$ cat src/rtl/tracectl_pkg.sv
package tracectl_pkg;
  // Global control bit positions
  localparam int unsigned ACT_BIT   = 0;
  localparam int unsigned ENA_BIT   = 1;
  // Per-channel field group placement
  localparam int unsigned CH_BASE   = 4;
  localparam int unsigned CH_STRIDE = 4;

  // Per-channel field group, LSB first: tracing, trig_en, sticky, stall_en
  typedef struct packed {
    logic stall_en;
    logic sticky;
    logic trig_en;
    logic tracing;
  } ch_fld_t;
endpackage

$ cat src/rtl/tracectl_glob.sv
module tracectl_glob (
  input  logic clk,
  input  logic rst,
  input  logic wr,
  input  logic w_act,
  input  logic w_ena,
  output logic active_q,
  output logic enable_q,
  output logic ch_clr,
  output logic ch_wr,
  output logic en_rise,
  output logic live_en
);
  logic go_inactive;

  assign go_inactive = wr & ~w_act;
  assign ch_clr      = ~active_q | go_inactive;
  assign ch_wr       = wr & active_q & w_act;
  assign en_rise     = ch_wr & w_ena & ~enable_q;
  assign live_en     = active_q & enable_q;

  always_ff @(posedge clk) begin
    if (rst) begin
      active_q <= 1'b0;
      enable_q <= 1'b0;
    end else begin
      if (wr) active_q <= w_act;
      if (!active_q || go_inactive) enable_q <= 1'b0;
      else if (wr)                  enable_q <= w_ena;
    end
  end

  AST_INACTIVE_NO_ENABLE: assert property (@(posedge clk) disable iff (rst)
    !active_q |-> !enable_q);
endmodule

$ cat src/rtl/tracectl_chan.sv
module tracectl_chan
  import tracectl_pkg::*;
(
  input  logic    clk,
  input  logic    rst,
  input  logic    clr,
  input  logic    live_en,
  input  logic    en_rise,
  input  logic    wr,
  input  ch_fld_t wfld,
  input  logic    trig_on,
  input  logic    trig_off,
  input  logic    msg_valid,
  input  logic    sink_ready,
  output ch_fld_t fld_q,
  output logic    stall_q,
  output logic    ovf_q
);
  logic drop_pend_q;
  logic go, refuse, accept;

  assign go     = live_en & fld_q.tracing;
  assign refuse = go & msg_valid & ~sink_ready;
  assign accept = go & msg_valid & sink_ready;

  always_ff @(posedge clk) begin
    if (rst || clr) begin
      fld_q       <= '0;
      drop_pend_q <= 1'b0;
      stall_q     <= 1'b0;
      ovf_q       <= 1'b0;
    end else begin
      if (wr)                               fld_q.tracing <= wfld.tracing;
      else if (fld_q.trig_en && trig_off)   fld_q.tracing <= 1'b0;
      else if (fld_q.trig_en && trig_on)    fld_q.tracing <= 1'b1;

      if (wr) begin
        fld_q.trig_en  <= wfld.trig_en;
        fld_q.stall_en <= wfld.stall_en;
      end

      if (refuse)                                fld_q.sticky <= 1'b1;
      else if (en_rise || (wr && wfld.sticky))   fld_q.sticky <= 1'b0;

      if (refuse && !fld_q.stall_en) drop_pend_q <= 1'b1;
      else if (accept)               drop_pend_q <= 1'b0;

      ovf_q   <= accept & drop_pend_q;
      stall_q <= refuse & fld_q.stall_en;
    end
  end

  AST_STALL_ON_REFUSE: assert property (@(posedge clk) disable iff (rst)
    (refuse && fld_q.stall_en && !clr) |=> stall_q);
  AST_DROP_NO_STALL: assert property (@(posedge clk) disable iff (rst)
    (refuse && !fld_q.stall_en) |=> !stall_q);
  AST_STICKY_ON_REFUSE: assert property (@(posedge clk) disable iff (rst)
    (refuse && !clr) |=> fld_q.sticky);
  AST_OVF_SINGLE: assert property (@(posedge clk) disable iff (rst)
    ovf_q |=> !ovf_q);
  AST_TRIG_IGNORED: assert property (@(posedge clk) disable iff (rst)
    (!fld_q.trig_en && !wr && !clr) |=> $stable(fld_q.tracing));
  AST_IDLE_NO_STALL: assert property (@(posedge clk) disable iff (rst)
    !go |=> !stall_q);
endmodule

$ cat src/rtl/tracectl_top.sv
module tracectl_top
  import tracectl_pkg::*;
#(
  parameter int unsigned NUM_CH = 2,
  parameter int unsigned REG_W  = 32
) (
  input  logic              clk,
  input  logic              rst,
  input  logic              cfg_wr,
  input  logic [REG_W-1:0]  cfg_wdata,
  output logic [REG_W-1:0]  cfg_rdata,
  input  logic [NUM_CH-1:0] trig_on,
  input  logic [NUM_CH-1:0] trig_off,
  input  logic [NUM_CH-1:0] msg_valid,
  input  logic [NUM_CH-1:0] sink_ready,
  output logic              hart_stall,
  output logic [NUM_CH-1:0] ovf_sync,
  output logic [NUM_CH-1:0] tracing
);
  localparam int unsigned FLD_W = $bits(ch_fld_t);

  logic active_q, enable_q, ch_clr, ch_wr, en_rise, live_en;
  ch_fld_t fld [NUM_CH];
  logic [NUM_CH-1:0] stall_v;

  tracectl_glob u_glob (
    .clk      (clk),
    .rst      (rst),
    .wr       (cfg_wr),
    .w_act    (cfg_wdata[ACT_BIT]),
    .w_ena    (cfg_wdata[ENA_BIT]),
    .active_q (active_q),
    .enable_q (enable_q),
    .ch_clr   (ch_clr),
    .ch_wr    (ch_wr),
    .en_rise  (en_rise),
    .live_en  (live_en)
  );

  for (genvar c = 0; c < NUM_CH; c++) begin : g_ch
    localparam int unsigned LSB = CH_BASE + c * CH_STRIDE;
    tracectl_chan u_chan (
      .clk        (clk),
      .rst        (rst),
      .clr        (ch_clr),
      .live_en    (live_en),
      .en_rise    (en_rise),
      .wr         (ch_wr),
      .wfld       (ch_fld_t'(cfg_wdata[LSB +: FLD_W])),
      .trig_on    (trig_on[c]),
      .trig_off   (trig_off[c]),
      .msg_valid  (msg_valid[c]),
      .sink_ready (sink_ready[c]),
      .fld_q      (fld[c]),
      .stall_q    (stall_v[c]),
      .ovf_q      (ovf_sync[c])
    );
    assign tracing[c] = fld[c].tracing;
  end

  assign hart_stall = |stall_v;

  always_comb begin
    cfg_rdata          = '0;
    cfg_rdata[ACT_BIT] = active_q;
    cfg_rdata[ENA_BIT] = enable_q;
    for (int c = 0; c < NUM_CH; c++)
      cfg_rdata[CH_BASE + c * CH_STRIDE +: FLD_W] = fld[c];
  end
endmodule

$ cat config.mk
export PLATFORM = sky130hd
export DESIGN_NAME = tracectl_top
export DESIGN_NICKNAME = d
export VERILOG_FILES = /design/src/rtl/tracectl_pkg.sv /design/src/rtl/tracectl_glob.sv /design/src/rtl/tracectl_chan.sv /design/src/rtl/tracectl_top.sv
export SDC_FILE = /design/constraint.sdc
export NUM_CORES = 1
export LEC_CHECK = 0
export ABC_AREA = 1
export BUFFER_PORTS_ARGS = -buffer_cell sky130_fd_sc_hd__buf_4
export CAP_MARGIN = 20
export CORE_AREA = 2 2 51 53
export DETAILED_ROUTE_END_ITERATION = 10
export DIE_AREA = 0 0 53 55
export GPL_TIMING_DRIVEN = 1
export PLACE_DENSITY = 0.82
export SLEW_MARGIN = 25
export SYNTH_ARGS = -nofsm -noshare
export SYNTH_HDL_FRONTEND = slang
export SYNTH_HIERARCHICAL = 1
export SYNTH_SLANG_ARGS = --single-unit
$ cat constraint.sdc
create_clock -name clk -period 3 [get_ports clk]
set_input_delay 0.3 -clock clk [delete_from_list [all_inputs] [get_ports clk]]
set_output_delay 0.3 -clock clk [all_outputs]
set_load 0.01 [all_outputs]
**Word level (Yosys, flattened, before mapping)**

Index checks and enable logic that the tools add are counted.

- Input port bits: 43
- Output and inout port bits: 37
- Word-level logic and storage cells: 77
- Bits in registers: 16

- Multiplexer cells: 14
- Bitwise gates (word level): 24
- Reductions and logical operators: 23

Operator list:

| kind | count |
|---|---|
| bitwise AND 1 bit | 18 |
| two-way mux 1 bit | 14 |
| logical AND 1 bit | 8 |
| nonzero test 2 bit | 4 |
| nonzero test 3 bit | 2 |
| NOT 1 bit | 5 |
| logical OR 1 bit | 4 |
| OR reduction 2 bit | 2 |
| logical NOT 1 bit | 3 |
| OR 1 bit | 1 |

**Logic depth before layout (Yosys ltp)**

- Depth in word-level cells: 7
- Depth in mapped cells: 6
- Gate-level depth less buffers: 6

**By module**

Netlist, hierarchy kept.

By module, submodules not included:

| module | area each (µm²) | instances | cells an instance | sequential area each (µm²) |
|---|---|---|---|---|
| tracectl_chan | 292.8 | 2 | 40 | 140.1 |
| tracectl_top | 210.2 | 1 | 30 | 0.0 |
| tracectl_glob | 123.9 | 1 | 22 | 40.0 |

**Worst setup path after synthesis**

No wires, ideal clock.

- Path type: reg2reg
- Start point: register u_glob.active_q
- End point: register g_ch[0].u_chan/fld_q[2] (netlist bit)
- Data arrival time: 0.934 ns
- Cell stages (with the launch flop): 6
- Clock period less this slack: 1.053 ns
- Setup time: 0.119 ns
- Path buffers: 0
- Slack: 1.947 ns
- Data required time: 2.881 ns
- Cells stage by stage: dfxtp_1 nand3_1 inv_1 nand2_1 nand3b_1 a21oi_1

- Word-level cells in the longest chain between the ends: 6
- Elaborated cells on any way between the ends: 15
- Those cells by class: mux (1); bitwise (10); reduce/logical (4)

Ends and longest elaborated chain:

| element | line | text |
|---|---|---|
| start: declaration | tracectl_glob.sv:7 | `output logic active_q,` |
| start signal: assignment | tracectl_glob.sv:27 | `if (wr) active_q <= w_act;` |
| bitwise AND 1 bit * (2 in a row) | tracectl_glob.sv:18 | `assign ch_wr = wr & active_q & w_act;` |
| via ch_wr | tracectl_top.sv:22 | `logic active_q, enable_q, ch_clr, ch_wr, en_rise, live_en;` |
| bitwise AND 1 bit (2 in a row) | tracectl_glob.sv:19 | `assign en_rise = ch_wr & w_ena & ~enable_q;` |
| logical OR 1 bit * | tracectl_chan.sv:43 | `else if (en_rise \|\| (wr && wfld.sticky)) fld_q.sticky <= 1'b0;` |
| nonzero test 2 bit (no line) * | - |  |
| end: declaration | tracectl_chan.sv:15 | `output ch_fld_t fld_q,` |

The timed path passes the listed nets; every way through them passes the cells marked *.
A chain may end at the register's enable or synchronous reset.

**Worst setup path in the final report**

- Start point: register u_glob.active_q
- End point: register g_ch[1].u_chan/fld_q[2] (netlist bit)

- Word-level cells in the longest chain between the ends: 6
- Elaborated cells on any way between the ends: 15
- Those cells by class: mux (1); bitwise (10); reduce/logical (4)

Ends and longest elaborated chain:

| element | line |
|---|---|
| bitwise AND 1 bit * (2 in a row) | tracectl_glob.sv:18 |
| via ch_wr | tracectl_top.sv:22 |
| bitwise AND 1 bit (2 in a row) | tracectl_glob.sv:19 |
| logical OR 1 bit * | tracectl_chan.sv:43 |
| nonzero test 2 bit (no line) * | - |
| end: declaration | tracectl_chan.sv:15 |

Marked as above.

==> flow_summary.ini <==
[outcome]
status = completed

[sta]
finalSetupTns_ps = 0
finalCritPeriodShare_pct = 43.7
rsz0062_at_grt = no
finalSetupViolations = 0
finalHoldViolations = 0
skew_ps = 2.47
hold_ws_ps = 276
fin_crit_ps = 1310
fmax_mhz = 762
drv_slew = 0

[clock_tree]
cts_sinks = 16
clk_pin_slew_ps = 90
cts_tree = done
cts-resized-gates = 0
cts-hold-fix-buffers = 0
cts_root_buffer = clkbuf_4
cts_inserted_buffers = 3
cts.htree.levels = 1
clock_latency_ps = 270
cts_setup_buffers = 0
clock_path_buffers = 2

[placed_design]
gp_congestion = 0.723
portBuffers = 35
place_hpwl_um = 1420

[power]
p_int_mw = 0.284
seq_power_share_pct = 57.1
peakVddDrop_uv = 232
power_leakage_nw = 0.544
combPwrFrac_pct = 14.8
p_per_area_mw_per_mm2 = 336
switching_share_pct = 24.8
p_sw_mw = 0.0940
clock_power_share_pct = 28.1

[floorplanning]
design.portCount = 80
die_h_um = 55
fp-row-count = 18
start_util_pct = 38.9
die_x_um = 53
dieArea_mm2 = 0.00292
coreArea_mm2 = 0.00236

[worst_setup_path]
path_max_fanout = 12
required_ps = 3170
critical_path.top_delay_family = flip-flops
cp-start-kind = flop
crit_arrival_ps = 1480
crit_type = reg -> reg
slowest_stage = dfxtp_1
worst_setup_path_end_kind = flop
crit_chain = nand3_1 -> inv_1 -> nand2_1 -> nand3b_1 -> a21oi_1
slowest_delay_ps = 430
cp.buffers_inverters = 1

[grt]
grt_usage_pct = 11.6
antenna_found_initial = 0
overflow = 0
grt_start_max_net_pins = 13
grt_first_pass_wirelength_um = 2450
grt_pass1_vias = 606

[routing]
wirelength_um = 1750
viasPerCell = 4.09
first_pass_iters = 4
wl_per_cell_um = 8.97
drc_errors = 0
vias = 797
ant_nets = 0
drtIter0Drc = 11

[logic_synthesis]
yosys.area.top_type = dfxtp_1
synth-async-reset-ratio_pct = 0
yosys-top-cells-count = 30 x nand2_1, 26 x buf_4, 17 x inv_1, 17 x nor2_1, 16 x dfxtp_1
ys_types = 14
yosysMostFrequentCell = nand2_1
synth-edff-count = 0
synthFlopType = dfxtp_1
postSynthCellCount = 132
seq_area_frac_synth_pct = 34.8
synth_area_leaders = dfxtp_1 35%, buf_4 21%, nand2_1 12%
yosys_warnings = 6
netlist.area_leader.share_pct = 34.8
synth_area_um2 = 920
avgSynthCellArea_um2 = 6.97
ys_seq_elements = 16

[layout]
diodes = 0
nets = 210
fill_cells = 258
syn_to_final_growth_pct = 22.4
regArea_um2 = 320
layout-drive-gt1-share_pct = 27.3
multi_input_area_um2 = 412

[hold_path]
hp-class = in -> reg

[flow_run]
max_cap_viol_count = 0
## power by group through the flow
| stage | combinational [mW] | clock [mW] | sequential [mW] |
|---|---|---|---|
| 6_report | 0.0559 | 0.106 | 0.216 |
| 5_1_grt | 0.0623 | 0.122 | 0.216 |
| 3_3_place_gp | 0.0549 | 0 | 0.221 |
| 2_1_floorplan | 0.0509 | 0 | 0.221 |
| 4_1_cts | 0.0557 | 0.111 | 0.216 |
| 3_5_place_dp | 0.0556 | 0 | 0.221 |
## layer usage
metal / part of all wire (%) / track usage (%)
met5: 0 / 0
met2: 53 / 20.6
met4: 0 / 5.13
met3: 6.6 / 2.42
met1: 41 / 13.4
## per-stage QoR
step / instances / utilization (%) / cell area [um^2] / setup WS (ps) / total power, mW
floorplan: 153 / - / 998 / 1950 / 0.271
global placement: 192 / 46.7 / 1100 / 1770 / 0.276
detailed placement: 192 / 46.7 / 1100 / 1720 / 0.276
CTS: 195 / 47.6 / 1130 / 1700 / 0.383
global route: 195 / 47.6 / 1130 / 1600 / 0.400
finish: 195 / 47.6 / 1130 / 1690 / 0.378
## worst reg2reg max path: cells and delay by family, from the launching register on
kind	cells	cell delay, ps
DFF	1	430
and+or+nand+nor	3	400
buffers and inverters	1	320
AOI/OAI and AO/OA	1	70
## cell type report
type	instances	area share [%]
sequential	16	28.4
inverter	19	6.33
timing repair buffer	35	23.3
tap	30	3.33
multi-input combinational	92	36.6
clock buffer	3	2.00
## cells by family (layout without fill, tap and decap cells)
kind of cell / Yosys count / count (layout) / share of synthesized area [%]
buffers and inverters: 45 / 57 / 29.0
DFF: 16 / 16 / 34.8
and+or+nand+nor: 64 / 64 / 32.5
AOI/OAI and AO/OA: 6 / 6 / 3.27
other: 1 / 22 / 0.408
## worst paths after layout
| check | start | endpoint | slack (ps) | cells past startpoint |
|---|---|---|---|---|
| min reg2reg | g_ch[1].u_chan/drop_pend_q$_SDFFE_PP0P_ | g_ch[1].u_chan/ovf_q$_SDFF_PP0_ | 440 | 2 |
| max reg2reg | u_glob/active_q$_SDFFE_PP0P_ | g_ch[1].u_chan/fld_q[2]$_SDFFE_PP0P_ | 1690 | 5 |
| min | cfg_wdata[5] | g_ch[0].u_chan/fld_q[1]$_SDFFE_PP0P_ | 280 | 3 |
| max | u_glob/active_q$_SDFFE_PP0P_ | g_ch[1].u_chan/fld_q[2]$_SDFFE_PP0P_ | 1690 | 5 |
## flip-flops by register name, summed over array words and instances, names as in the netlist
signal / count
g_ch.u_chan/fld_q: 8
g_ch.u_chan/drop_pend_q: 2
g_ch.u_chan/ovf_q: 2
g_ch.u_chan/stall_q: 2
u_glob/active_q: 1
u_glob/enable_q: 1
## cell usage in the layout, fill, tap and decap left out, drive strengths merged
cell type	Yosys	routed
nor3	1	1
inv	19	19
nand3b	2	2
nor2	19	19
buf	26	35
nand4	4	4
dfxtp	16	16
nand2	30	30
clkbuf	0	3
nand3	8	8
conb	1	22
a21oi	6	6
Note: power is estimated with default switching activity, not from simulation.
